**src/rtl/trim_pkg.sv**
```systemverilog
package trim_pkg;
  localparam int unsigned CH_COUNT   = 12;
  localparam int unsigned ADDR_BITS  = 4;
  localparam int unsigned CODE_BITS  = 8;
  localparam int unsigned SYNC_DEPTH = 2;

  function automatic logic [CODE_BITS-1:0] mid_code();
    logic [CODE_BITS-1:0] m;
    m = '0;
    m[CODE_BITS-1] = 1'b1;
    return m;
  endfunction
endpackage

```
**src/rtl/trim_sync.sv**
```systemverilog
module trim_sync #(
  parameter int unsigned WIDTH  = 3,
  parameter int unsigned STAGES = 2,
  parameter logic [WIDTH-1:0] RST_VAL = '0
) (
  input  logic             clk,
  input  logic             rst_n,
  input  logic [WIDTH-1:0] d,
  output logic [WIDTH-1:0] q
);
  logic [STAGES-1:0][WIDTH-1:0] pipe;

  always_ff @(posedge clk or negedge rst_n) begin
    if (!rst_n) begin
      pipe <= {STAGES{RST_VAL}};
    end else begin
      pipe[0] <= d;
      for (int s = 1; s < STAGES; s++) pipe[s] <= pipe[s-1];
    end
  end

  assign q = pipe[STAGES-1];
endmodule

```
**src/rtl/trim_frame_rx.sv**
```systemverilog
module trim_frame_rx #(
  parameter int unsigned AW = 4,
  parameter int unsigned DW = 8
) (
  input  logic          clk,
  input  logic          rst_n,
  input  logic          s_clk,
  input  logic          s_cs_n,
  input  logic          s_dat,
  output logic          frm_vld,
  output logic [AW-1:0] frm_addr,
  output logic [DW-1:0] frm_data
);
  localparam int unsigned FW = AW + DW;
  localparam int unsigned CW = $clog2(FW + 1);

  logic          clk_q;
  logic          csn_q;
  logic [FW-1:0] shreg;
  logic [CW-1:0] bit_cnt;
  logic          clk_rise;
  logic          cs_open;
  logic          cs_close;

  assign clk_rise = s_clk & ~clk_q;
  assign cs_open  = csn_q & ~s_cs_n;
  assign cs_close = ~csn_q & s_cs_n;

  always_ff @(posedge clk or negedge rst_n) begin
    if (!rst_n) begin
      clk_q    <= 1'b0;
      csn_q    <= 1'b1;
      shreg    <= '0;
      bit_cnt  <= '0;
      frm_vld  <= 1'b0;
      frm_addr <= '0;
      frm_data <= '0;
    end else begin
      clk_q   <= s_clk;
      csn_q   <= s_cs_n;
      frm_vld <= 1'b0;
      if (cs_open) begin
        bit_cnt <= '0;
      end else if (!s_cs_n && clk_rise) begin
        shreg <= {shreg[FW-2:0], s_dat};
        if (bit_cnt != CW'(FW)) bit_cnt <= bit_cnt + 1'b1;
      end
      if (cs_close && bit_cnt == CW'(FW)) begin
        frm_vld  <= 1'b1;
        frm_addr <= shreg[FW-1 -: AW];
        frm_data <= shreg[DW-1:0];
      end
    end
  end
endmodule

```
**src/rtl/trim_chan_regs.sv**
```systemverilog
module trim_chan_regs #(
  parameter int unsigned NCH = 12,
  parameter int unsigned AW  = 4,
  parameter int unsigned DW  = 8,
  parameter logic [DW-1:0] MID = 8'h80
) (
  input  logic              clk,
  input  logic              clr_n,
  input  logic              wr_en,
  input  logic [AW-1:0]     wr_addr,
  input  logic [DW-1:0]     wr_data,
  output logic [NCH*DW-1:0] codes
);
  for (genvar ch = 0; ch < NCH; ch++) begin : g_ch
    logic [DW-1:0] hold;
    logic          hit;

    assign hit = wr_en && (wr_addr == AW'(ch));

    always_ff @(posedge clk or negedge clr_n) begin
      if (!clr_n)   hold <= MID;
      else if (hit) hold <= wr_data;
    end

    assign codes[ch*DW +: DW] = hold;
  end
endmodule

```
**src/rtl/trim_drive_ctl.sv**
```systemverilog
module trim_drive_ctl #(
  parameter int unsigned NCH = 12
) (
  input  logic           clk,
  input  logic           rst_n,
  input  logic           shdn,
  output logic [NCH-1:0] drive_en
);
  always_ff @(posedge clk or negedge rst_n) begin
    if (!rst_n) drive_en <= '0;
    else        drive_en <= {NCH{~shdn}};
  end
endmodule

```
**src/rtl/trim_bank_ctrl.sv**
```systemverilog
module trim_bank_ctrl
  import trim_pkg::*;
#(
  parameter int unsigned NCH   = CH_COUNT,
  parameter int unsigned AW    = ADDR_BITS,
  parameter int unsigned DW    = CODE_BITS,
  parameter int unsigned SYNCN = SYNC_DEPTH
) (
  input  logic              clk,
  input  logic              rst_n,
  input  logic              preset_n,
  input  logic              shdn,
  input  logic              ser_clk,
  input  logic              ser_cs_n,
  input  logic              ser_dat,
  output logic [NCH*DW-1:0] chan_code,
  output logic [NCH-1:0]    chan_drive_en
);
  localparam logic [DW-1:0] MID = DW'(1) << (DW - 1);

  logic [2:0]    ser_sync;
  logic          clr_n;
  logic          frm_vld;
  logic [AW-1:0] frm_addr;
  logic [DW-1:0] frm_data;

  trim_sync #(.WIDTH(3), .STAGES(SYNCN), .RST_VAL(3'b010)) u_sync (
    .clk   (clk),
    .rst_n (rst_n),
    .d     ({ser_clk, ser_cs_n, ser_dat}),
    .q     (ser_sync)
  );

  trim_frame_rx #(.AW(AW), .DW(DW)) u_rx (
    .clk      (clk),
    .rst_n    (rst_n),
    .s_clk    (ser_sync[2]),
    .s_cs_n   (ser_sync[1]),
    .s_dat    (ser_sync[0]),
    .frm_vld  (frm_vld),
    .frm_addr (frm_addr),
    .frm_data (frm_data)
  );

  assign clr_n = rst_n & preset_n;

  trim_chan_regs #(.NCH(NCH), .AW(AW), .DW(DW), .MID(MID)) u_regs (
    .clk     (clk),
    .clr_n   (clr_n),
    .wr_en   (frm_vld),
    .wr_addr (frm_addr),
    .wr_data (frm_data),
    .codes   (chan_code)
  );

  trim_drive_ctl #(.NCH(NCH)) u_drive (
    .clk      (clk),
    .rst_n    (rst_n),
    .shdn     (shdn),
    .drive_en (chan_drive_en)
  );
endmodule

```
**config.mk**
```make
export PLATFORM = sky130hd
export DESIGN_NAME = trim_bank_ctrl
export DESIGN_NICKNAME = d
export VERILOG_FILES = /design/src/rtl/trim_pkg.sv /design/src/rtl/trim_sync.sv /design/src/rtl/trim_frame_rx.sv /design/src/rtl/trim_chan_regs.sv /design/src/rtl/trim_drive_ctl.sv /design/src/rtl/trim_bank_ctrl.sv
export SDC_FILE = /design/constraint.sdc
export NUM_CORES = 1
export LEC_CHECK = 0
export BUFFER_PORTS_ARGS = -buffer_cell sky130_fd_sc_hd__buf_4
export CELL_PAD_IN_SITES_DETAIL_PLACEMENT = 0
export CELL_PAD_IN_SITES_GLOBAL_PLACEMENT = 1
export CORE_MARGIN = 2
export CORE_UTILIZATION = 40
export DETAILED_ROUTE_END_ITERATION = 7
export PLACE_DENSITY = 0.85
export SLEW_MARGIN = 20
export SYNTH_ARGS = -nofsm -noshare
export SYNTH_HDL_FRONTEND = slang
export SYNTH_SLANG_ARGS = --single-unit
```
**constraint.sdc**
```tcl
create_clock -name clk -period 3 [get_ports clk]
set_input_delay 0.15 -clock clk [delete_from_list [all_inputs] [get_ports clk]]
set_output_delay 0.15 -clock clk [all_outputs]
set_load 0.1 [all_outputs]
```
Yosys cells after proc, flatten, opt, wreduce, memory -nomap -nowiden
Cells that the tools add are included.
{ "word_totals": {"register_bits": 134} }
{ "op_classes": {"addsub": 1, "n_eq_ne": 13, "mux": 4, "bitwise_logic": 9, "n_reduce_logical": 20} }
{ "ops": {"columns": ["operator", "n"], "rows": [
  ["4-bit equality test, second input constant", 5],
  ["4-bit by 3-bit equality test with 1-bit output, second input constant", 4],
  ["1-bit logical AND", 14],
  ["4-bit 2-to-1 mux", 3],
  ["4-bit by 2-bit equality test with 1-bit output, second input constant", 2],
  ["1-bit NOT", 5],
  ["4-bit by 1-bit adder with 4-bit output, second input constant", 1],
  ["1-bit AND", 4],
  ["4-bit by 1-bit equality test with 1-bit output, second input constant", 1],
  ["4-bit zero test", 1],
  ["4-bit inequality test, second input constant", 1],
  ["2-bit AND reduction", 2],
  ["2-bit nonzero test", 2],
  ["1-bit zero test", 1],
  ["1-bit 2-to-1 mux", 1]
]} }

Logic depth before layout (Yosys ltp)
{ "depth": {"ltp_word": 5, "mapped_depth": 6, "ltp_nobuf": 5} }

By module
Synthesis repeated with hierarchy kept, for this count alone.
{ "unflattened": {"hier_cells": 328, "hier_area_um2": 5382.7} }
{ "by_module_without_submodules": {"columns": ["mod", "n_inst", "cells_per_inst", "area_each_um2", "seq_area_each_um2"], "rows": [
  ["trim_chan_regs", 1, 223, 3782.4, 2417.3],
  ["trim_frame_rx", 1, 82, 1307.5, 777.0],
  ["trim_sync", 1, 9, 175.2, 152.6],
  ["trim_drive_ctl", 1, 13, 111.4, 25.0],
  ["trim_bank_ctrl", 1, 1, 6.3, 0.0]
]} }

Worst setup path before layout
Ideal clock, no wire load.
{ "synth_path": {"kind": "register -> register", "from": "register u_rx.bit_cnt[0]", "to": "register u_rx.frm_addr[3]", "arrival_time_ns": 1.518, "t_required_ns": 2.875, "slack_ns": 1.357, "stages_incl_launch_ff": 7, "synth_period_minus_slack_ns": 1.643, "cell_sequence": "dfrtp_1 inv_1 ha_1 nand3_1 nor3b_2 buf_6 mux2_2"} }
{ "synth_between": {"elab_chain_len": 2} }
{ "synth_rtl": {"columns": ["item", "line", "source"], "rows": [
  ["from (decl)", "trim_frame_rx.sv:20", "logic [CW-1:0] bit_cnt;"],
  ["from (signal assigned)", "trim_frame_rx.sv:46", "if (bit_cnt != CW'(FW)) bit_cnt <= bit_cnt + 1'b1;"],
  ["4-bit equality test", "trim_frame_rx.sv:48", "if (cs_close && bit_cnt == CW'(FW)) begin"],
  ["1-bit logical AND", "trim_frame_rx.sv:48", null],
  ["to (signal assigned)", "trim_frame_rx.sv:50", "frm_addr <= shreg[FW-1 -: AW];"],
  ["to (decl)", "trim_frame_rx.sv:11", "output logic [AW-1:0] frm_addr,"]
]} }
Every way passes these cells.
A chain may end at the register's enable or synchronous reset.

Worst setup path in the final report
{ "layout_path": {"from": "register u_rx.frm_addr[2]", "to": "register u_regs.g_ch[3].hold[4]"} }
{ "layout_between": {"elab_chain_len": 2} }
{ "layout_rtl": {"columns": ["item", "line", "source"], "rows": [
  ["4-bit by 2-bit equality test with 1-bit output", "trim_chan_regs.sv:18", "assign hit = wr_en && (wr_addr == AW'(ch));"],
  ["1-bit logical AND", "trim_chan_regs.sv:18", null],
  ["to (signal assigned)", "trim_chan_regs.sv:22", "else if (hit) hold <= wr_data;"],
  ["to (decl)", "trim_chan_regs.sv:15", "logic [DW-1:0] hold;"]
]} }
Every way passes these cells.

==> impl_metrics.ini <==
[run_status]
status = finished, final reports clean

[routing]
detail_route.wl_per_cell_um = 18.0
wirelength_um = 11300
drt_pre_antenna_iters = 4
ant_nets = 0
via_count = 3033
drtIter0Drc = 99
viasPerCell = 4.85
drc = 0

[clocking]
clockRootBuffer = clkbuf_16
clock_path_buffers = 2
cts_buffers = 17
cts_tree = built
cts.clk_slew.worst_paths_ns = 0.05
h-tree-depth = 4
clk_latency_ns = 0.41
cts.sinks = 134
cts_setup_buffers = 0

[floorplanning]
row_count = 41
dieWidth_um = 119
die-area_um2 = 14100
die_height_um = 119
core_area_um2 = 12700
initial_core_util_pct = 41.3
ioPinCount = 115

[layout]
nNetsFinal = 450
antennaDiodeCount = 0
final_layout_size_suffix_gt1_share_pct = 62.6
area_growth_pct = 30.6
nFillCells = 1087
postLayoutCellArea_um2 = 6860
regArea_um2 = 3370
stdcell_count = 626
multiInputGateArea_um2 = 1690

[placed_design]
dp.cells = 588
hpwl_um = 7450
place_congestion = 0.734
postPlaceCellArea_um2 = 6180
io_buffers = 114

[global_route]
antenna_found_initial = 0
grt_usage_pct = 17.2
grt_pass1_vias = 3237
overflow = 0
grt_pass1_wl_um = 18000
grt_max_degree = 52

[synth]
yosysTopAreaCellShare_pct = 56.7
synthTopCellsByArea = dfrtp_1 (57%), mux2_2 (23%), dfstp_2 (7.5%)
synth_most_common_cell = dfrtp_1
synth_flop_cell = dfrtp_1
syn_area_um2 = 5250
synth.distinct_cells = 30
synth_edf_count = 0
yosysWarnings = 0
ys_seq_area_share_pct = 64.2
avgSynthCellArea_um2 = 16.1
syn_nets = 335
ys_ff_latch = 134
async_reset_ff_share_pct = 100
yosysTopAreaCell = dfrtp_1
synthCells = 326
synth_common_cells = dfrtp_1 (119), mux2_2 (105), dfstp_2 (15)

[critical_path]
max_stage_delay_ns = 0.61
start_kind = flip-flop
cp_slowest_cell = nor2b_1
end_kind = flip-flop
critPathTopFamily = simple AND/OR/NAND/NOR gates
critPathLaunch = u_rx.frm_addr[2]
path_cells = nor3b_2, nor2b_1, mux2_2
critPathMaxFanout = 8
path_buf_inv = 0
r2r-start = u_rx.frm_addr[2]
arrival_ns = 2.14
crit_type = reg -> reg
cp.required_ns = 3.29

[timing]
layout_min_cycle_time_ns = 1.85
finalSetupViolations = 0
rsz0062_at_grt = false
tns_ns = 0
clock_skew_ns = 0.00632
slew_viol_final = 0
max_slew_margin_pct = 53.7
worst_pin_slew_ns = 0.695
hold_viol_final = 0
final.period_utilization_pct = 61.7
clock.fmax_mhz = 540

[power_and_ir_drop]
ir_drop_v = 0.000295
p_leak_nw = 3.50
p_per_area_nw_per_um2 = 615

[job]
max_cap_violations = 0

[hold_path]
hold_path_class = in -> async
## path summary, 6_finish.rpt
kind                                      endpoint  slack [ns]  cells after the start
min in group clk                       u_sync.q[0]        0.34                      0
hold reg to reg                        u_sync.q[0]        0.34                      0
setup reg to reg            u_regs.g_ch[3].hold[4]        1.15                      3
setup / recovery            u_regs.g_ch[3].hold[4]        1.15                      3
hold / removal                      u_sync.pipe[2]        0.24                      2
max in group asynchronous  u_regs.g_ch[11].hold[7]        1.38                      4
## timing repair
item | in CTS | in global routing
hold endpoints to repair | 83 | 0
gates resized for setup | 0 | 0
hold buffers | 6 | 0
## flip-flops by register name (all words and copies together) (netlist names), 3 cells and up
register / flops
u_regs.g_ch.hold: 96
u_rx.bit_cnt: 4
u_rx.frm_addr: 4
u_rx.frm_data: 8
u_rx.shreg: 12
u_sync.pipe: 3
u_sync.q: 3
## report_power, final
part | switching (W) | internal, W
registers | 0.0000308 | 0.00185
logic | 0.000118 | 0.0000618
clock network | 0.000723 | 0.00143
total | 0.000873 | 0.00334
## kinds of logic after synthesis
group           Yosys count  share of synthesized area (%)
flops                   134                           64.2
mux                     120                           26.4
buf+inv                  31                           3.72
simple gates             31                           4.10
compound gates            8                           1.05
fa+ha+maj                 2                          0.476
## area by class of cell
cell class,count,area share (%)
inverters,4,0.219
clock inverters,8,2.13
well taps,172,3.14
clock buffers,24,6.88
flip-flops and latches,134,49.2
multi-input cells,161,24.6
repair buffers,123,13.9
## cell usage in the layout (no fill, tap or decap), types with 4 or more instances in the layout
cell / n
buf_4: 116
bufinv_16: 4
clkbuf_1: 5
clkbuf_16: 17
dfrtp_1: 119
dfstp_2: 15
dlygate4sd3_1: 6
inv_1: 4
mux2_1: 5
mux2_2: 105
mux2_4: 10
nand2b_1: 7
nand3_1: 4
nor2_2: 6
## through the flow
step           utilization, %  hold WS [ns]  setup WS, ns  power [W]
3_3_place_gp             48.6         0.136          1.26    0.00208
5_1_grt                  53.9         0.282          1.00    0.00436
2_1_floorplan               -        -0.146          1.33    0.00204
3_5_place_dp             48.6         0.144          1.13    0.00208
4_1_cts                  53.9         0.248          1.14    0.00426
6_report                 53.9         0.242          1.15    0.00421
## worst reg2reg max path, delay by kind of cell, from the launching register on
family / cells / cell delay (ns)
AND/OR/NAND/NOR: 2 / 0.92
flip-flops: 1 / 0.41
multiplexers: 1 / 0.41
## metal layers
metal	part of all wire [%]	up-vias	track usage, %
met5	0	-	0
met4	1.6	0	7.14
met3	5.0	11	5.31
met2	49	76	27.3
met1	45	1582	21.8
li1	-	1364	-
Power figures use the tool's default switching activity.
